`src/rtl/dacfe_pkg.sv`:
```
// Shared definitions for the converter-channel front end.
// Assumes: the write-format encoding below is fixed by the bus register layout.
package dacfe_pkg;

    // Alignment of a bus write into the holding register.
    typedef enum logic [1:0] {
        FMT_R12 = 2'b00,
        FMT_L12 = 2'b01,
        FMT_R8  = 2'b10,
        FMT_RSV = 2'b11
    } wr_fmt_e;

endpackage

```
`src/rtl/dac_hold_align.sv`:
```
// Aligns a bus write into the holding register according to its format and
// raises a one-cycle update flag the cycle after a write is accepted.
// Assumes: BUS_W >= DATA_W > BYTE_W; reserved-format writes are dropped.
module dac_hold_align
    import dacfe_pkg::*;
#(
    parameter int DATA_W = 12,
    parameter int BUS_W  = 16,
    parameter int BYTE_W = 8
) (
    input  logic              clk,
    input  logic              rst_n,
    input  logic              wr_en,
    input  logic [1:0]        wr_fmt,
    input  logic [BUS_W-1:0]  wr_data,
    output logic [DATA_W-1:0] hold,
    output logic              hold_upd
);

    localparam int PAD_W = DATA_W - BYTE_W;

    logic [DATA_W-1:0] aligned;
    logic              fmt_ok;

    // Shift the bus word into holding-register alignment.
    always_comb begin
        aligned = '0;
        fmt_ok  = 1'b1;
        case (wr_fmt)
            FMT_R12: aligned = wr_data[DATA_W-1:0];
            FMT_L12: aligned = wr_data[BUS_W-1 -: DATA_W];
            FMT_R8:  aligned = {wr_data[BYTE_W-1:0], {PAD_W{1'b0}}};
            default: fmt_ok  = 1'b0;
        endcase
    end

    // Holding register and its update flag.
    always_ff @(posedge clk) begin
        if (!rst_n) begin
            hold     <= '0;
            hold_upd <= 1'b0;
        end else begin
            hold_upd <= wr_en && fmt_ok;
            if (wr_en && fmt_ok) begin
                hold <= aligned;
            end
        end
    end


    rsv_ignored_chk: assert property (@(posedge clk) disable iff (!rst_n)
        (wr_en && wr_fmt == FMT_RSV) |=> ($stable(hold) && !hold_upd));


    right12_store_chk: assert property (@(posedge clk) disable iff (!rst_n)
        (wr_en && wr_fmt == FMT_R12) |=> (hold == $past(wr_data[DATA_W-1:0])));


    right8_low_zero_chk: assert property (@(posedge clk) disable iff (!rst_n)
        (wr_en && wr_fmt == FMT_R8) |=> (hold[PAD_W-1:0] == '0));

endmodule

```
`src/rtl/dac_trig_sel.sv`:
```
// Selects the trigger source, detects rising edges on external lines and
// keeps the self-clearing software trigger bit.
// Assumes: external lines are synchronous to clk; NUM_EXT < 2**SEL_W, and
// the top select code names the software trigger.
module dac_trig_sel #(
    parameter int NUM_EXT = 7,
    parameter int SEL_W   = 3
) (
    input  logic               clk,
    input  logic               rst_n,
    input  logic               trig_en,
    input  logic [SEL_W-1:0]   trig_sel,
    input  logic [NUM_EXT-1:0] ext_trig,
    input  logic               sw_trig_set,
    input  logic               xfer_busy,
    input  logic               xfer_done,
    output logic               trig_evt,
    output logic               sw_flag
);

    localparam int                NSRC    = 2 ** SEL_W;
    localparam logic [SEL_W-1:0]  SW_CODE = SEL_W'(NSRC - 1);

    logic [NUM_EXT-1:0] ext_prev;
    logic [NUM_EXT-1:0] ext_rise;
    logic [NSRC-1:0]    src;
    logic [NSRC-1:0]    ext_pad;
    logic               sw_owned;

    assign ext_rise = ext_trig & ~ext_prev;

    // Map every select code onto a source: lines, unused codes, software bit.
    for (genvar i = 0; i < NSRC; i++) begin : g_src
        if (i < NUM_EXT) begin : g_ext
            assign src[i]     = ext_rise[i];
            assign ext_pad[i] = ext_trig[i];
        end else if (i == NSRC - 1) begin : g_sw
            assign src[i]     = sw_flag;
            assign ext_pad[i] = 1'b0;
        end else begin : g_none
            assign src[i]     = 1'b0;
            assign ext_pad[i] = 1'b0;
        end
    end

    // Accept an event only in trigger mode and with no transfer pending.
    assign trig_evt = trig_en && !xfer_busy && src[trig_sel];

    // Remember last line levels for edge detection.
    always_ff @(posedge clk) begin
        if (!rst_n) begin
            ext_prev <= '0;
        end else begin
            ext_prev <= ext_trig;
        end
    end

    // Software trigger bit: set by write-one, cleared when its transfer lands.
    always_ff @(posedge clk) begin
        if (!rst_n) begin
            sw_flag  <= 1'b0;
            sw_owned <= 1'b0;
        end else begin
            if (trig_evt && trig_sel == SW_CODE) begin
                sw_owned <= 1'b1;
            end else if (xfer_done) begin
                sw_owned <= 1'b0;
            end
            if (sw_trig_set) begin
                sw_flag <= 1'b1;
            end else if (xfer_done && sw_owned) begin
                sw_flag <= 1'b0;
            end
        end
    end


    sw_set_visible_chk: assert property (@(posedge clk) disable iff (!rst_n)
        sw_trig_set |=> sw_flag);


    ext_level_high_chk: assert property (@(posedge clk) disable iff (!rst_n)
        (trig_evt && trig_sel != SW_CODE) |-> ext_pad[trig_sel]);


    held_level_quiet_chk: assert property (@(posedge clk) disable iff (!rst_n)
        (trig_sel != SW_CODE && $stable(trig_sel) && $stable(ext_pad)) |-> !trig_evt);

endmodule

```
`src/rtl/dac_xfer_seq.sv`:
```
// Moves the holding register into the output code register, either one
// cycle after a write (trigger mode off) or a fixed latency after an
// accepted trigger event (trigger mode on), with a one-cycle load strobe.
// Assumes: LAT >= 1; events are only offered when the countdown is idle.
module dac_xfer_seq #(
    parameter int DATA_W = 12,
    parameter int LAT    = 3
) (
    input  logic              clk,
    input  logic              rst_n,
    input  logic              trig_en,
    input  logic [DATA_W-1:0] hold,
    input  logic              hold_upd,
    input  logic              trig_evt,
    output logic              xfer_busy,
    output logic              xfer_done,
    output logic [DATA_W-1:0] dout,
    output logic              dout_load
);

    localparam int CNT_W = $clog2(LAT + 1);

    logic [CNT_W-1:0] cnt;
    logic             load_now;

    assign xfer_busy = (cnt != '0);
    assign xfer_done = (cnt == CNT_W'(1));
    assign load_now  = xfer_done || (hold_upd && !trig_en);

    // Countdown of the triggered transfer latency.
    always_ff @(posedge clk) begin
        if (!rst_n) begin
            cnt <= '0;
        end else if (xfer_busy) begin
            cnt <= cnt - CNT_W'(1);
        end else if (trig_evt) begin
            cnt <= CNT_W'(LAT);
        end
    end

    // Output code register and its strobe.
    always_ff @(posedge clk) begin
        if (!rst_n) begin
            dout      <= '0;
            dout_load <= 1'b0;
        end else begin
            dout_load <= load_now;
            if (load_now) begin
                dout <= hold;
            end
        end
    end


    quiet_output_chk: assert property (@(posedge clk) disable iff (!rst_n)
        !dout_load |-> $stable(dout));


    direct_copy_chk: assert property (@(posedge clk) disable iff (!rst_n)
        (hold_upd && !trig_en) |=> (dout_load && dout == $past(hold)));


    trig_start_chk: assert property (@(posedge clk) disable iff (!rst_n)
        (trig_evt && !xfer_busy) |=> (cnt == CNT_W'(LAT)));


    no_restart_chk: assert property (@(posedge clk) disable iff (!rst_n)
        xfer_busy |=> (cnt == $past(cnt) - CNT_W'(1)));

endmodule

```
`src/rtl/dac_xfer_ctrl.sv`:
```
// Top of the converter-channel front end: configuration register, format
// alignment, trigger selection and output transfer sequencing.
// Assumes: all inputs are synchronous to clk; configuration is changed
// only while no transfer is pending.
module dac_xfer_ctrl #(
    parameter int DATA_W  = 12,
    parameter int BUS_W   = 16,
    parameter int BYTE_W  = 8,
    parameter int NUM_EXT = 7,
    parameter int SEL_W   = 3,
    parameter int LAT     = 3
) (
    input  logic               clk,
    input  logic               rst_n,
    input  logic               wr_en,
    input  logic [1:0]         wr_fmt,
    input  logic [BUS_W-1:0]   wr_data,
    input  logic               cfg_we,
    input  logic               cfg_chan_en,
    input  logic               cfg_trig_en,
    input  logic [SEL_W-1:0]   cfg_trig_sel,
    input  logic               sw_trig_set,
    input  logic [NUM_EXT-1:0] ext_trig,
    output logic               analog_en,
    output logic               sw_trig_busy,
    output logic [DATA_W-1:0]  dac_code,
    output logic               dac_load
);

    logic              trig_en_q;
    logic [SEL_W-1:0]  trig_sel_q;
    logic [DATA_W-1:0] hold;
    logic              hold_upd;
    logic              trig_evt;
    logic              xfer_busy;
    logic              xfer_done;

    // Configuration register written through the control port.
    always_ff @(posedge clk) begin
        if (!rst_n) begin
            analog_en  <= 1'b0;
            trig_en_q  <= 1'b0;
            trig_sel_q <= '0;
        end else if (cfg_we) begin
            analog_en  <= cfg_chan_en;
            trig_en_q  <= cfg_trig_en;
            trig_sel_q <= cfg_trig_sel;
        end
    end

    dac_hold_align #(
        .DATA_W (DATA_W),
        .BUS_W  (BUS_W),
        .BYTE_W (BYTE_W)
    ) u_align (
        .clk      (clk),
        .rst_n    (rst_n),
        .wr_en    (wr_en),
        .wr_fmt   (wr_fmt),
        .wr_data  (wr_data),
        .hold     (hold),
        .hold_upd (hold_upd)
    );

    dac_trig_sel #(
        .NUM_EXT (NUM_EXT),
        .SEL_W   (SEL_W)
    ) u_trig (
        .clk         (clk),
        .rst_n       (rst_n),
        .trig_en     (trig_en_q),
        .trig_sel    (trig_sel_q),
        .ext_trig    (ext_trig),
        .sw_trig_set (sw_trig_set),
        .xfer_busy   (xfer_busy),
        .xfer_done   (xfer_done),
        .trig_evt    (trig_evt),
        .sw_flag     (sw_trig_busy)
    );

    dac_xfer_seq #(
        .DATA_W (DATA_W),
        .LAT    (LAT)
    ) u_seq (
        .clk       (clk),
        .rst_n     (rst_n),
        .trig_en   (trig_en_q),
        .hold      (hold),
        .hold_upd  (hold_upd),
        .trig_evt  (trig_evt),
        .xfer_busy (xfer_busy),
        .xfer_done (xfer_done),
        .dout      (dac_code),
        .dout_load (dac_load)
    );


    enable_follow_chk: assert property (@(posedge clk) disable iff (!rst_n)
        cfg_we |=> (analog_en == $past(cfg_chan_en)));


    trig_mode_write_quiet_chk: assert property (@(posedge clk) disable iff (!rst_n)
        (trig_en_q && !xfer_busy) |=> !dac_load);

endmodule

```
`config.mk`:
```
export PLATFORM = sky130hd
export DESIGN_NAME = dac_xfer_ctrl
export DESIGN_NICKNAME = d
export VERILOG_FILES = /design/src/rtl/dacfe_pkg.sv /design/src/rtl/dac_hold_align.sv /design/src/rtl/dac_trig_sel.sv /design/src/rtl/dac_xfer_seq.sv /design/src/rtl/dac_xfer_ctrl.sv
export SDC_FILE = /design/constraint.sdc
export NUM_CORES = 1
export LEC_CHECK = 0
export CAP_MARGIN = 30
export CORE_UTILIZATION = 30
export CTS_BUF_LIST = sky130_fd_sc_hd__clkbuf_2
export CTS_CLUSTER_SIZE = 8
export DETAILED_ROUTE_END_ITERATION = 10
export GPL_ROUTABILITY_DRIVEN = 0
export RECOVER_POWER = 25
export SLEW_MARGIN = 20
export SYNTH_ARGS = -nofsm -noshare
export SYNTH_HDL_FRONTEND = slang
export SYNTH_SLANG_ARGS = --single-unit
```
`constraint.sdc`:
```
create_clock -name clk -period 3.72 [get_ports clk]
set_input_delay 0.93 -clock clk [delete_from_list [all_inputs] [get_ports clk]]
set_output_delay 0.93 -clock clk [all_outputs]
set_load 0.01 [all_outputs]
```
-- Word level (Yosys, flattened, before mapping)
Cells that the tools add are included.
- bits in registers: 42
- bits in latches: 0
- memory bits (writable): 0
- ROM bits: 0
- bits of input ports: 35
- output and inout bits: 15
- logic and storage cells: 44
- memories: 0
- add/subtract/negate cells: 1
- $mul: 0
- divide/modulo/power cells: 0
- magnitude comparators: 1
- eq/ne operators: 4
- shifts and indexed selects: 0
- multiplexer cells: 10
- bitwise gates (word level): 2
- reductions and logical operators: 15
- operators with widths (operator ; count):
    case mux 12 bit (3 select lines) ; 1
    nonzero test 2 bit ; 4
    bitwise AND 7 bit ; 1
    inverter 7 bit ; 1
    logical AND 1 bit ; 6
    two-way mux 1 bit ; 6
    == test 2 x 1 -> 1 bit, second input constant ; 2
    less-than comparator 3 x 4 -> 1 bit, second input constant ; 1
    two-way mux 2 bit ; 2
    binary-select mux 1 bit (select 3 bit) ; 1
    == test 3 bit, second input constant ; 1
    OR reduction 3 bit ; 1
    == test 2 bit, second input constant ; 1
    zero test 1 bit ; 2
    zero test 2 bit ; 1
    subtractor 2 x 1 -> 2 bit, second input constant ; 1
    logical OR 1 bit ; 1

-- Logic depth before layout (Yosys ltp)
Gate-level depths: netlist (run 1).
- depth after elaboration: 7
- depth in mapped cells: 6
- mapped depth without buffers: 6

-- Hierarchy
Synthesis (run 1) repeated with hierarchy kept, for this count alone.
- cell total of the unflattened synthesis: 189
- area, all modules: 1925.6 sq um
- modules (own cells, without submodules) (module ; instances ; cells each ; area an instance (sq um) ; seq. area each (sq um)):
    dac_hold_align ; 1 ; 67 ; 708.2 ; 260.2
    dac_xfer_seq ; 1 ; 69 ; 650.6 ; 300.3
    dac_trig_sel ; 1 ; 37 ; 374.1 ; 180.2
    dac_xfer_ctrl ; 1 ; 16 ; 192.7 ; 100.1

-- Worst setup path after synthesis (run 1)
No wires, ideal clock.
- path type: input port to flip-flop
- start: in ext_trig[3]
- end: reg u_seq.cnt[1]
- setup time: 0.072 ns
- arrival: 1.921 ns
- data required time: 3.648 ns
- setup slack: 1.727 ns
- cell stages on the path: 4
- path buffers: 0
- cells stage by stage: nor2b_1 -> mux4_2 -> a32oi_2 -> mux2i_1
- cells in the longest elaborated chain, start to end: 5
- RTL lines (what ; RTL line ; RTL):
    from (decl) ; dac_xfer_ctrl.sv:23 ; input logic [NUM_EXT-1:0] ext_trig,
    bitwise AND 7 bit ; dac_trig_sel.sv:30 ; assign ext_rise = ext_trig & ~ext_prev;
    binary-select mux 1 bit (select 3 bit) ; dac_trig_sel.sv:47 ; assign trig_evt = trig_en && !xfer_busy && src[trig_sel];
    two-way mux 1 bit (implied by the code) ; dac_trig_sel.sv:47 ;
    logical AND 1 bit ; dac_trig_sel.sv:47 ;
    nonzero test 2 bit (no line) ; - ;
    to (signal assigned) ; dac_xfer_seq.sv:35 ; cnt <= cnt - CNT_W'(1);
    to (signal assigned) ; dac_xfer_seq.sv:37 ; cnt <= CNT_W'(LAT);
    to (decl) ; dac_xfer_seq.sv:23 ; logic [CNT_W-1:0] cnt;
Every way passes these cells. The select of a mux whose other input is x is not followed.
A chain may end at the register's enable or synchronous reset.

-- Final worst setup path (run 1)
- start: in wr_fmt[0]
- end: reg u_align.hold[4]
- cells in the longest elaborated chain, start to end: 4
- elaborated cells on any way between the ends: 7
- those cells by class: 2 x eq/ne; 2 x mux; 3 x reduce/logical
- RTL lines (what ; RTL line ; RTL):
    from (decl) ; dac_xfer_ctrl.sv:16 ; input logic [1:0] wr_fmt,
    == test 2 x 1 -> 1 bit (tied with other cells) ; dac_hold_align.sv:29 ; case (wr_fmt)
    OR reduction 3 bit (no line) ; - ;
    two-way mux 1 bit ; dac_hold_align.sv:29 ;
    logical AND 1 bit ; dac_hold_align.sv:44 ; if (wr_en && fmt_ok) begin
    to (signal assigned) ; dac_hold_align.sv:45 ; hold <= aligned;
    to (decl) ; dac_hold_align.sv:16 ; output logic [DATA_W-1:0] hold,
Several ways; a longest one is shown, not always the timed one.

==> out/qor.csv, run 1 <==
stage,metric,value,unit
cts,post-CTS sizing,0,
logic_synthesis,Yosys cell types,26,
floorplan,die area,0.00635,sq mm
cts,maximum root-to-sink buffer count,2,
cts,Post-CTS Setup Inserts,0,
place,Placed Instances,309,
detailed_routing,drt pass-1 iters,4,
setup_path,worst path cell trace,dlygate4sd3_1 > nand2_1 > and2_1 > o21ai_0 > a21oi_1,
cts,total CTS buffers,5,
finish,Post-Layout Cell Count,317,
detailed_routing,DRC violation count after routing,0,
logic_synthesis,Mapped Area,0.00181,sq mm
timing,RSZ-0062 raised after global routing,false,
power_and_ir_drop,Pwr Density,404,mW/mm^2
power_and_ir_drop,Pleak,0.959,nW
finish,layout cell share with drive strength beyond 1,4.90,%
global_route,GRT Total Usage,12.6,%
timing,"Hold Vio Cnt, Final",0,
logic_synthesis,Mean Syn Cell Area,9.14,sq um
detailed_routing,total wire length,3670,microns
timing,period utilisation layout,62.8,%
finish,Syn-to-layout area delta,31.9,%
cts,# H-tree levels,2,
min_path,hold path startpoint,u_seq.cnt[1],
detailed_routing,DR vias,1424,
cts,# hold bufs at CTS,0,
timing,Clock Skew,0.0107,ns
logic_synthesis,sequential fraction of the synthesis area,46.5,%
timing,setup TNS,0,ns
setup_path,WS Path Type,input pin to flip-flop,
place,DPL Wire Length,2720,microns
timing,endpoints failing setup,0,
cts,Root Buffer,clkbuf_2,
floorplan,row count,27,
logic_synthesis,Yosys reg bits,42,
global_route,grt ovf,0,
floorplan,I/O pin count,50,
finish,fin util,42.0,%
power_and_ir_drop,Max rail drop VDD,0.115,mV
detailed_routing,routed wire length per instance,11.6,microns
finish,filler cell count,579,
logic_synthesis,Mapped Nets,235,
timing,Final Max Slew Viols,0,
setup_path,CP Capture Type,flip-flop,
logic_synthesis,Synth top area share,46.5,%
setup_path,Critical Path RT,4.00,ns
run,Max Cap Violations,1,
cts,Worst-path clk slew,0.20,ns
run_status,run status,"finished, violations left",
timing,Slew headroom,0.240,%
cts,Skew-Pair Late Insertion Delay,0.39,ns
setup_path,Worst path max stage delay,0.99,ns
setup_path,Startpoint Class,input pin,
timing,fin crit period,2.34,ns
setup_path,slowest CP cell,dlygate4sd3_1,
setup_path,worst setup path startpoint,wr_fmt[0],
run_status,failing checks,capacitance limit,
global_route,initial antenna violation count,0,
timing,Peak Freq,428,MHz
power_and_ir_drop,total power,0.964,mW
timing,WHS,0.483,ns
global_route,first-pass GRT wire length,6100,microns
setup_path,data arrival time of the worst path,2.62,ns
global_route,number of global-route vias before repair,1328,
floorplan,Die X,79.7,microns
finish,footprint of the multi-input gates,885,sq um
detailed_routing,detail-routed via count per cell,4.49,
min_path,worst hold-check path type,flip-flop to flip-flop,
logic_synthesis,Synth Instances,198,
finish,n_diodes,0,
detailed_routing,Starting DRT DRC Count,39,
place,number of port buffers,49,
floorplan,Die Y,79.7,microns
finish,Final #Nets,281,
logic_synthesis,warnings from Yosys,0,
setup_path,Crit path buffers/inverters,1,
cts,CTS tree,built,
global_route,largest net degree at the start of global routing,28,
setup_path,Crit Path Max Fanout,22,
finish,Sequential Area,841,sq um
timing,Least-Margin Pin Slew,1.50,ns
detailed_routing,Final ANT Viol Nets,0,
logic_synthesis,largest area contributor in the netlist,dfxtp_1,
logic_synthesis,Synth area leaders,"dfxtp_1 46%, mux2i_1 12%, nor2b_1 9.3%",
cts,clock sink total,42,
floorplan,Core Region,0.00568,sq mm
setup_path,Worst R2R Start,u_seq.cnt[1],
floorplan,Initial Util,31.9,%
setup_path,cell family with most CP delay,buffers and inverters,
## layer usage
metal  share of wire [%]  global-route usage, %  up-vias
met1                  48                   16.1      613
met5                   0                      0        -
met2                  44                   19.2       46
met4                 1.6                   4.91        0
li1                    -                      -      759
met3                 6.4                   4.34        6
## final cells by class
| class | instances | share of cell area, % |
|---|---|---|
| clock buffer | 6 | 1.26 |
| inverter | 9 | 1.42 |
| tap | 72 | 3.78 |
| clock inverter | 2 | 0.367 |
| timing repair buffer | 50 | 20.9 |
| sequential | 42 | 35.2 |
| multi-input combinational | 136 | 37.1 |
## cells in the mapped netlist, drive strengths merged
master and instances:
dfxtp 42, nor2b 27, mux2i 22, a21oi 19, o21ai 17, nand2 15, and2 10, clkbuf 9
inv 9, nor2 8, o22ai 4, nand2b 3, a32oi 2, buf 2, ha 2, or3b 2
and3 1, mux4 1, nand3b 1, nand4b 1, o32ai 1
## placed cells by master, fill, tap and decap left out, drive strengths merged
| cell type | count |
|---|---|
| dlygate4sd3 | 2 |
| mux2i | 22 |
| and3 | 1 |
| buf | 1 |
| ha | 2 |
| nand4b | 1 |
| a32oi | 2 |
| or3b | 2 |
| clkdlybuf4s50 | 47 |
| o32ai | 1 |
| o21ai | 17 |
| nand2 | 15 |
| nor2b | 27 |
| mux4 | 1 |
| nand3b | 1 |
| clkinv | 2 |
| o22ai | 4 |
| nor2 | 8 |
| a21oi | 19 |
| nand2b | 3 |
| clkbuf | 6 |
| inv | 9 |
| dfxtp | 42 |
| and2 | 10 |
## state kept, by name, indices dropped and copies added (netlist names)
signal and flops:
u_trig.ext_prev 7, trig_en_q 1, u_seq.dout 12, u_seq.dout_load 1
u_trig.sw_flag 1, trig_sel_q 3, u_align.hold 12, u_trig.sw_owned 1
u_align.hold_upd 1, u_seq.cnt 2, analog_en 1
## cells by family (layout without fill, tap and decap cells)
family | after synthesis | after routing | share of synthesized area (%)
compound gates | 43 | 43 | 13.4
simple gates | 68 | 68 | 20.9
flops | 42 | 42 | 46.5
buf+inv | 20 | 67 | 4.43
fa+ha+maj | 2 | 2 | 1.38
mux | 23 | 23 | 13.4
## stage by stage
step	area, sq um	setup WS, ns
after CTS	2390	1.43
after detailed placement	2350	1.03
final	2390	1.38
after global routing	2390	1.23
after floorplan	1810	1.73
after global placement	2350	1.09
## worst paths after layout
| check | endpoint | slack (ns) | cells past startpoint |
|---|---|---|---|
| worst max-delay path | u_align.hold[4] | 1.38 | 5 |
| worst min-delay path | u_seq.cnt[1] | 0.48 | 2 |
| worst max register to register | u_seq.dout[5] | 1.49 | 5 |
| worst min register to register | u_seq.cnt[1] | 0.48 | 2 |
## power by group
part           total, mW  internal, mW  switching [mW]  leakage [nW]
registers          0.511         0.491          0.0201         0.345
clock network      0.185        0.0463           0.138        0.0304
logic              0.269         0.147           0.122         0.583
total              0.964         0.684           0.280         0.959
## worst min-delay path: cells and delay by family (launching register included)
kind | cells | cell delay [ns]
flops | 1 | 0.36
mux | 1 | 0.06
simple gates | 1 | 0.05
(Power assumes the default switching activity.)
==> inputs of run 2 (changes only) <==
- clock period: 3.72 -> 2.1 ns (I/O delays scaled with it)
==> run 2 against run 1 <==
The run now ends clean. Sequential power rose by 77%. First-iteration DRC count fell by 31%. Wire length rose by 1.6%. Power rose by 80%. Critical path depth fell by 4. Sequential share of layout area fell by 0.67 points. Cell area rose by 1.9%. Worst setup slack got worse by 1.2 ns. Global-route usage fell by 0.20 points. Critical path type is now flip-flop to primary output. Largest power group unchanged.
==> out/qor.csv, run 2 (synthesis results as in run 1) <==
stage,metric,value,unit
run_status,run status,"finished, final reports clean",
timing,Peak Freq,535,MHz
power_and_ir_drop,Pleak,0.978,nW
cts,Skew-Pair Late Insertion Delay,0.40,ns
setup_path,Critical Path RT,1.57,ns
power_and_ir_drop,combinational share of power,28.2,%
setup_path,Worst path max stage delay,0.57,ns
finish,most frequent cells in the layout,"48 x clkdlybuf4s50_1, 42 x dfxtp_1, 27 x nor2b_1, 22 x mux2i_1, 18 x a21oi_1",
cts,CTS tree,built,
cts,Worst-path clk slew,0.21,ns
timing,WHS,0.479,ns
timing,"Hold Vio Cnt, Final",0,
power_and_ir_drop,total power,1.73,mW
finish,Final #Nets,285,
cts,Root Buffer,clkbuf_2,
cts,total CTS buffers,5,
power_and_ir_drop,internal power,1.21,mW
setup_path,Startpoint Class,flip-flop,
floorplan,Initial Util,31.9,%
detailed_routing,Starting DRT DRC Count,27,
setup_path,worst path cell trace,clkdlybuf4s50_1,
global_route,GRT Total Usage,12.4,%
floorplan,Core Region,0.00568,sq mm
place,Post-Place Worst Slack,-0.00400,ns
floorplan,row count,27,
power_and_ir_drop,Max rail drop VDD,0.213,mV
timing,Final Max Slew Viols,0,
detailed_routing,drt pass-1 iters,4,
place,DPL Wire Length,2740,microns
cts,clock sink total,42,
global_route,number of global-route vias before repair,1332,
setup_path,Crit Path Max Fanout,2,
global_route,largest net degree at the start of global routing,44,
timing,endpoints failing setup,0,
setup_path,CP Capture Type,primary output,
power_and_ir_drop,Pwr Density,712,mW/mm^2
finish,fin area,0.00243,sq mm
cts,# hold bufs at CTS,0,
detailed_routing,Final ANT Viol Nets,0,
detailed_routing,DR vias,1451,
timing,Clock Skew,0.0154,ns
global_route,first-pass GRT wire length,6040,microns
floorplan,die area,0.00635,sq mm
setup_path,WS Path Type,flip-flop to primary output,
detailed_routing,routed wire length per instance,11.6,microns
global_route,grt ovf,0,
min_path,worst hold-check path type,flip-flop to flip-flop,
setup_path,data arrival time of the worst path,1.34,ns
timing,fin crit period,1.87,ns
setup_path,Crit path buffers/inverters,1,
cts,Post-CTS Setup Inserts,0,
finish,fin util,42.9,%
finish,layout cell share with drive strength beyond 1,6.83,%
setup_path,reg2reg setup slack,0.58,ns
power_and_ir_drop,clock share of power,19.4,%
finish,Largest regs,"u_align.hold: 12 flops, u_seq.dout: 12 flops, u_trig.ext_prev: 7 flops",
finish,filler cell count,553,
place,number of port buffers,49,
power_and_ir_drop,sw frac,29.8,%
detailed_routing,DRC violation count after routing,0,
floorplan,Die X,79.7,microns
place,Placed Instances,313,
power_and_ir_drop,sequential share of power,52.3,%
power_and_ir_drop,sw power,0.516,mW
global_route,initial antenna violation count,0,
finish,"commonest non-fill, non-tap cell in the layout",clkdlybuf4s50_1,
timing,Least-Margin Pin Slew,0.661,ns
finish,Syn-to-layout area delta,34.4,%
timing,setup TNS,0,ns
cts,maximum root-to-sink buffer count,2,
detailed_routing,total wire length,3730,microns
run,Max Cap Violations,0,
timing,period utilisation layout,89.0,%
timing,RSZ-0062 raised after global routing,false,
cts,post-CTS sizing,0,
setup_path,cell family with most CP delay,buffers and inverters,
setup_path,slowest CP cell,clkdlybuf4s50_1,
detailed_routing,detail-routed via count per cell,4.52,
floorplan,Die Y,79.7,microns
timing,Setup WS post-layout,0.231,ns
cts,# H-tree levels,2,
timing,Slew headroom,55.9,%
floorplan,I/O pin count,50,
finish,Post-Layout Cell Count,321,
place,Placed Area,0.00241,sq mm
finish,n_diodes,0,
## run 2: changes by cell type in the layout (fill, tap and decap cells not counted)
cell,change
buf_4,+2
a21oi_2,+1
buf_12,+1
and2_1,-1
clkinvlp_4,+1
and2_0,+1
dlygate4sd3_1,-1
clkdlybuf4s50_1,+1
a21oi_1,-1
## run 2: worst paths after layout
kind,from,to,cells after the start
worst max-delay path,u_seq.dout[7],dac_code[7],1
worst min-delay path,u_seq.cnt[1],u_seq.cnt[1],2
worst max register to register,trig_sel_q[1],u_seq.cnt[1],3
worst min register to register,u_seq.cnt[1],u_seq.cnt[1],2
## run 2: power by group through the flow
| stage | clock [mW] | sequential (mW) | combinational (mW) |
|---|---|---|---|
| after global placement | 0 | 0.924 | 0.496 |
| after floorplan | 0 | 0.927 | 0.306 |
| after CTS | 0.359 | 0.907 | 0.502 |
| after detailed placement | 0 | 0.923 | 0.501 |
| after global routing | 0.399 | 0.915 | 0.535 |
| final | 0.336 | 0.906 | 0.489 |
## run 2: layer usage
layer	track usage, %	part of all wire, %	vias to the layer above
met1	15.3	48	637
met3	4.11	6.5	5
met2	19.7	44	46
met4	4.91	1.6	0
met5	0	0	-
li1	-	-	763
## run 2: cell type report
class / count / area (sq um) / area share, %
inverter: 9 / 33.8 / 1.39
multi-input combinational: 136 / 888 / 36.5
tap: 72 / 90.1 / 3.70
clock inverter: 3 / 16.3 / 0.669
sequential: 42 / 841 / 34.6
clock buffer: 5 / 25.0 / 1.03
timing repair buffer: 54 / 538 / 22.1
